<file path="src/rtl/farrow_interp_pkg.sv">
package farrow_interp_pkg;
  localparam int PH_W = 8;
  typedef struct packed {
    logic            shift;
    logic [PH_W-1:0] phase;
  } farrowStrb_t;
endpackage

</file>
<file path="src/rtl/farrow_interp_ctrl.sv">
module farrow_interp_ctrl
  import farrow_interp_pkg::*;
#(
  parameter int M = 4
) (
  input  logic        clk,
  input  logic        rstN,
  input  logic        inVld,
  output logic        inRdy,
  output logic        outVld,
  input  logic        outRdy,
  output farrowStrb_t strb
);
  localparam logic [PH_W-1:0] LAST = PH_W'(M - 1);

  logic            busy;
  logic [PH_W-1:0] phase;

  assign inRdy      = !busy;
  assign outVld     = busy;
  assign strb.shift = inVld && !busy;
  assign strb.phase = phase;

  always_ff @(posedge clk) begin
    if (!rstN) begin
      busy  <= 1'b0;
      phase <= '0;
    end else if (strb.shift) begin
      busy  <= 1'b1;
      phase <= '0;
    end else if (busy && outRdy) begin
      if (phase == LAST) begin
        busy  <= 1'b0;
        phase <= '0;
      end else begin
        phase <= phase + 1'b1;
      end
    end
  end
endmodule

</file>
<file path="src/rtl/farrow_interp_dp.sv">
module farrow_interp_dp
  import farrow_interp_pkg::*;
#(
  parameter int M    = 4,
  parameter int DW   = 16,
  parameter int CF   = 8,
  parameter int DF   = 8,
  parameter int N1   = 3,
  parameter int L    = 2,
  parameter int ACCW = 48,
  parameter int H0_HALF [(N1 + 1) / 2 + 1] = '{-8, 40, 192},
  parameter int G_COEF [L + 1][N1 + 1] = '{'{-16, 144, 144, -16},
                                           '{20, -150, 150, -20},
                                           '{30, -30, -30, 30}}
) (
  input  logic                 clk,
  input  logic                 rstN,
  input  farrowStrb_t          strb,
  input  logic signed [DW-1:0] inData,
  output logic signed [DW-1:0] outData
);
  localparam int N0   = N1 + 1;
  localparam int NT   = N0 + 1;
  localparam int HALF = M / 2;
  localparam int DDW  = DF + 2;

  logic signed [DW-1:0]   taps [NT];
  logic signed [ACCW-1:0] gOut [L+1];
  logic signed [ACCW-1:0] h0Acc;
  logic signed [ACCW-1:0] farAcc;
  logic signed [DDW-1:0]  dHalf [HALF+1];
  logic signed [DDW-1:0]  dSel;

  always_ff @(posedge clk) begin
    if (!rstN) begin
      for (int i = 0; i < NT; i++) taps[i] <= '0;
    end else if (strb.shift) begin
      taps[0] <= inData;
      for (int i = 1; i < NT; i++) taps[i] <= taps[i-1];
    end
  end

  // Symmetric phase-0 FIR: only half of the coefficients are stored
  always_comb begin
    h0Acc = '0;
    for (int k = 0; k < NT; k++) begin
      h0Acc = h0Acc + ACCW'(taps[k]) *
              ACCW'((k <= N0 / 2) ? H0_HALF[k] : H0_HALF[N0 - k]);
    end
  end

  // Shared subfilter bank, evaluated once per input sample
  for (genvar gk = 0; gk <= L; gk++) begin : g_sub
    always_comb begin
      gOut[gk] = '0;
      for (int j = 0; j <= N1; j++) begin
        gOut[gk] = gOut[gk] + ACCW'(taps[j]) * ACCW'(G_COEF[gk][j]);
      end
    end
  end

  // Half delay table; the upper phases use the negated mirror entry
  for (genvar gm = 0; gm <= HALF; gm++) begin : g_dtab
    assign dHalf[gm] = DDW'(((1 << DF) * (M - 2 * gm)) / (2 * M));
  end

  always_comb begin
    if (int'(strb.phase) <= HALF) dSel = dHalf[int'(strb.phase) % (HALF + 1)];
    else                          dSel = -dHalf[(M - int'(strb.phase)) % (HALF + 1)];
  end

  always_comb begin
    farAcc = gOut[L];
    for (int k = L - 1; k >= 0; k--) begin
      farAcc = ((farAcc * ACCW'(dSel)) >>> DF) + gOut[k];
    end
  end

  always_comb begin
    if (strb.phase == '0) outData = DW'(h0Acc >>> CF);
    else                  outData = DW'(farAcc >>> CF);
  end
endmodule

</file>
<file path="src/rtl/farrow_interp.sv">
module farrow_interp
  import farrow_interp_pkg::*;
#(
  parameter int M    = 4,
  parameter int DW   = 16,
  parameter int CF   = 8,
  parameter int DF   = 8,
  parameter int N1   = 3,
  parameter int L    = 2,
  parameter int ACCW = 48,
  parameter int H0_HALF [(N1 + 1) / 2 + 1] = '{-8, 40, 192},
  parameter int G_COEF [L + 1][N1 + 1] = '{'{-16, 144, 144, -16},
                                           '{20, -150, 150, -20},
                                           '{30, -30, -30, 30}}
) (
  input  logic          clk,
  input  logic          rstN,
  input  logic          inVld,
  output logic          inRdy,
  input  logic [DW-1:0] inData,
  output logic          outVld,
  input  logic          outRdy,
  output logic [DW-1:0] outData,
  output logic [7:0]    outPhase
);
  farrowStrb_t strb;

  farrow_interp_ctrl #(.M(M)) u_ctrl (
    .clk(clk), .rstN(rstN), .inVld(inVld), .inRdy(inRdy),
    .outVld(outVld), .outRdy(outRdy), .strb(strb)
  );

  farrow_interp_dp #(
    .M(M), .DW(DW), .CF(CF), .DF(DF), .N1(N1), .L(L), .ACCW(ACCW),
    .H0_HALF(H0_HALF), .G_COEF(G_COEF)
  ) u_dp (
    .clk(clk), .rstN(rstN), .strb(strb),
    .inData(inData), .outData(outData)
  );

  assign outPhase = strb.phase;
endmodule

</file>
<file path="config.mk">
export PLATFORM = sky130hd
export DESIGN_NAME = farrow_interp
export DESIGN_NICKNAME = d
export VERILOG_FILES = /design/src/rtl/farrow_interp_pkg.sv /design/src/rtl/farrow_interp_ctrl.sv /design/src/rtl/farrow_interp_dp.sv /design/src/rtl/farrow_interp.sv
export SDC_FILE = /design/constraint.sdc
export NUM_CORES = 2
export LEC_CHECK = 0
export ABC_AREA = 1
export CORE_ASPECT_RATIO = 0.9
export CORE_MARGIN = 4
export CORE_UTILIZATION = 60
export DETAILED_ROUTE_END_ITERATION = 10
export DONT_BUFFER_PORTS = 1
export PLACE_DENSITY = 0.83
export REMOVE_ABC_BUFFERS = 1
export SETUP_SLACK_MARGIN = 0.4
export SYNTH_ARGS = -nofsm -noshare
export SYNTH_HDL_FRONTEND = slang
export SYNTH_SLANG_ARGS = --single-unit
</file>
<file path="constraint.sdc">
create_clock -name clk -period 22.8 [get_ports clk]
set_input_delay 2.28 -clock clk [delete_from_list [all_inputs] [get_ports clk]]
set_output_delay 2.28 -clock clk [all_outputs]
set_load 0.02 [all_outputs]
</file>
==> reports/results.ini <==
[sta]
min_period_over_period=0.949
setup_viol=0
fmax_mhz=46.2
finalSetupTns_ps=0
worst_slack_ps=1160
skew_ps=23.2
worst_slew_pin_slew_ps=1210
rsz0062_at_grt=false
hold_viol=0
period_minus_slack_ps=21640
slew_headroom=0.193
slew_violations=0

[synth]
synthCells=4420
yosysWarnings=0
yosysUniqueCellTypes=52
synth-edff-count=80
synthArstFlopShare=0
synth-xor-area-share=0.0889
ys_seq_elements=89
synth-seq-area-share=0.0703
synth_adder_area_share=0.516
syn-cell-area_um2=36700
synth_top_family_by_area=adder cells
synth_area_per_cell_um2=8.31
synthSimpleGateAreaFrac=0.127
ys.flop_type=edfxtp_1
synth_mux_area_frac=0
synth-compound-area-share=0.0832

[critical_path]
cp_slowest_stage_delay_ps=550
setup.worst_path.start_class=flip-flop
regToRegSetupSlack_ps=20490
cp-end-kind=output port
critPathRequiredTime_ps=20520
arrival_ps=19360
reg2reg_depth=3
cp_common_cell=nand2_1
cp_max_fo=7
worstSetupPathType=flip-flop to output port
reg2reg_from=u_ctrl.outVld
critPathSlowestCell=fa_1
rr_endpoint=u_dp.taps[0][7]
timing.critical_path.from=u_dp.taps[0][50]

[route]
routed_wl_mm=97.9
routedWlPerCell_um=18.8
firstDrtPassIters=6
via_per_inst=5.53
num_vias=28800
drtIter0Drc=2528
ant_nets=0
drc_errors=0

[die]
initial_core_util=0.610
core_um2=60200
die_h_um=243
placementRows=85
fp.dieArea_um2=65300
dieWidth_um=269
io_pins=46

[cts]
cts_root_buf=clkbuf_16
cts.path.max_buffers=2
clock_insertion_delay_worst_skew_ps=430
clkTransAtPathRegs_ps=100
cts_tree=yes
h-tree-depth=3
numCtsBuffers=9
cts_sinks=89

[layout]
fill_cells=4937
final_cell_mix=inv_1 (1032), ha_1 (747), nand2_1 (504)
nNetsFinal=5663
n_antenna_cell=0
layout-drive-gt1-share=0.0383
layout_commonest_cell=inv_1
syn_to_final_growth_pct=4.50

[grt]
antenna_found_initial=1
grt_max_degree=81
first_global_vias=29000
grt.total_usage=0.302
grt_pass1_wl_mm=154
gr-total-overflow=0

[place]
hpwl_mm=81.9
dp_slack_ps=587
gp_congestion=0.975
port_buffers=0

[worst_hold_path]
hold_end=u_ctrl.phase[1]
hold_start=u_ctrl.phase[1]
min_path_cells=2
hold_path.class=flip-flop to flip-flop

[run]
max-cap-violations=0

[status]
status=finished, final reports clean

## metal layers
metal,GRT usage,up-vias,wire length [um]
li1,-,13800,-
met1,0.406,13600,40700
met2,0.489,1064,45000
met3,0.0367,231,6490
met4,0.139,0,5710
met5,0,-,0
## synth_stat cells (6+ instances only)
| cell | instances | area share |
|---|---|---|
| a211oi_1 | 9 | 0.0018 |
| a21boi_0 | 6 | 0.0012 |
| a21o_1 | 21 | 0.0043 |
| a21oi_1 | 280 | 0.038 |
| a31oi_1 | 6 | 0.0010 |
| and2_1 | 9 | 0.0015 |
| buf_2 | 9 | 0.0012 |
| buf_4 | 11 | 0.0022 |
| clkbuf_1 | 22 | 0.0022 |
| dfxtp_1 | 9 | 0.0049 |
| edfxtp_1 | 80 | 0.065 |
| fa_1 | 473 | 0.26 |
| ha_1 | 759 | 0.26 |
| inv_1 | 1034 | 0.11 |
| inv_2 | 15 | 0.0015 |
| nand2_1 | 506 | 0.052 |
| nand2_2 | 14 | 0.0024 |
| nand3_1 | 112 | 0.015 |
| nand3_2 | 6 | 0.0016 |
| nand3b_1 | 13 | 0.0027 |
| nand4_1 | 32 | 0.0054 |
| nor2_1 | 347 | 0.035 |
| nor2_2 | 6 | 0.0010 |
| nor3_1 | 13 | 0.0018 |
| o21ai_0 | 121 | 0.016 |
| o21ai_1 | 8 | 0.0011 |
| o21bai_1 | 57 | 0.012 |
| o31ai_1 | 9 | 0.0018 |
| or2_2 | 13 | 0.0022 |
| xnor2_1 | 115 | 0.027 |
| xor2_1 | 258 | 0.062 |
## cell families after synthesis
group,Yosys count
compound gates,541
xor+xnor,373
fa+ha+maj,1232
buf+inv,1098
flops,89
simple gates,1087
## layout make-up
cell class	instances	area, um^2	share of cell area
clock inverter	6	56.3	0.00147
sequential	89	2580	0.0673
clock buffer	10	229	0.00596
inverter	1052	3970	0.103
tap	783	980	0.0255
multi-input combinational	3233	30300	0.789
timing repair buffer	26	295	0.00769
## flip-flops by register name (all words and copies together), names as in the netlist
signal and count:
u_dp.taps 80, u_ctrl.outVld 1, u_ctrl.phase 8
## how the worst max path moves through the flow
stage / endpoint / slack [ps] / depth (start not counted)
finish: outData[15] / 1160 / 83
global route: outData[15] / 230 / 114
CTS: outData[15] / 420 / 108
detailed placement: outData[15] / 590 / 105
global placement: outData[15] / 1090 / 104
floorplan: outData[15] / 1350 / 107
## repair_timing
item / in CTS / in global routing
endpoints found under the setup margin: 1 / 5
gates cloned: 0 / 2
setup buffers: 0 / 10
pin swaps: 0 / 20
gates resized for setup: 3 / 90
hold buffers: 0 / 0
## through the flow
| stage | instances | utilization | area [um^2] | hold slack [ps] |
|---|---|---|---|---|
| 2_1_floorplan | 4374 | - | 36500 | 636 |
| 3_3_place_gp | 5171 | 0.625 | 37600 | 609 |
| 3_5_place_dp | 5171 | 0.625 | 37600 | 626 |
| 4_1_cts | 5187 | 0.630 | 37900 | 611 |
| 5_1_grt | 5199 | 0.638 | 38400 | 630 |
| 6_report | 5199 | 0.638 | 38400 | 614 |
## worst max-delay path: cells and delay by family, from the launching register on
family	cells	cell delay, ps
AOI/OAI and AO/OA	14	2820
DFF	1	540
buffers and inverters	12	900
xor gates and xnor gates	5	1620
and+or+nand+nor	27	2770
adders and majority gates	25	10240
Power is left out: the tool's default activity adds up to more than one toggle a clock period on the data nets, which glitch-free logic cannot reach.
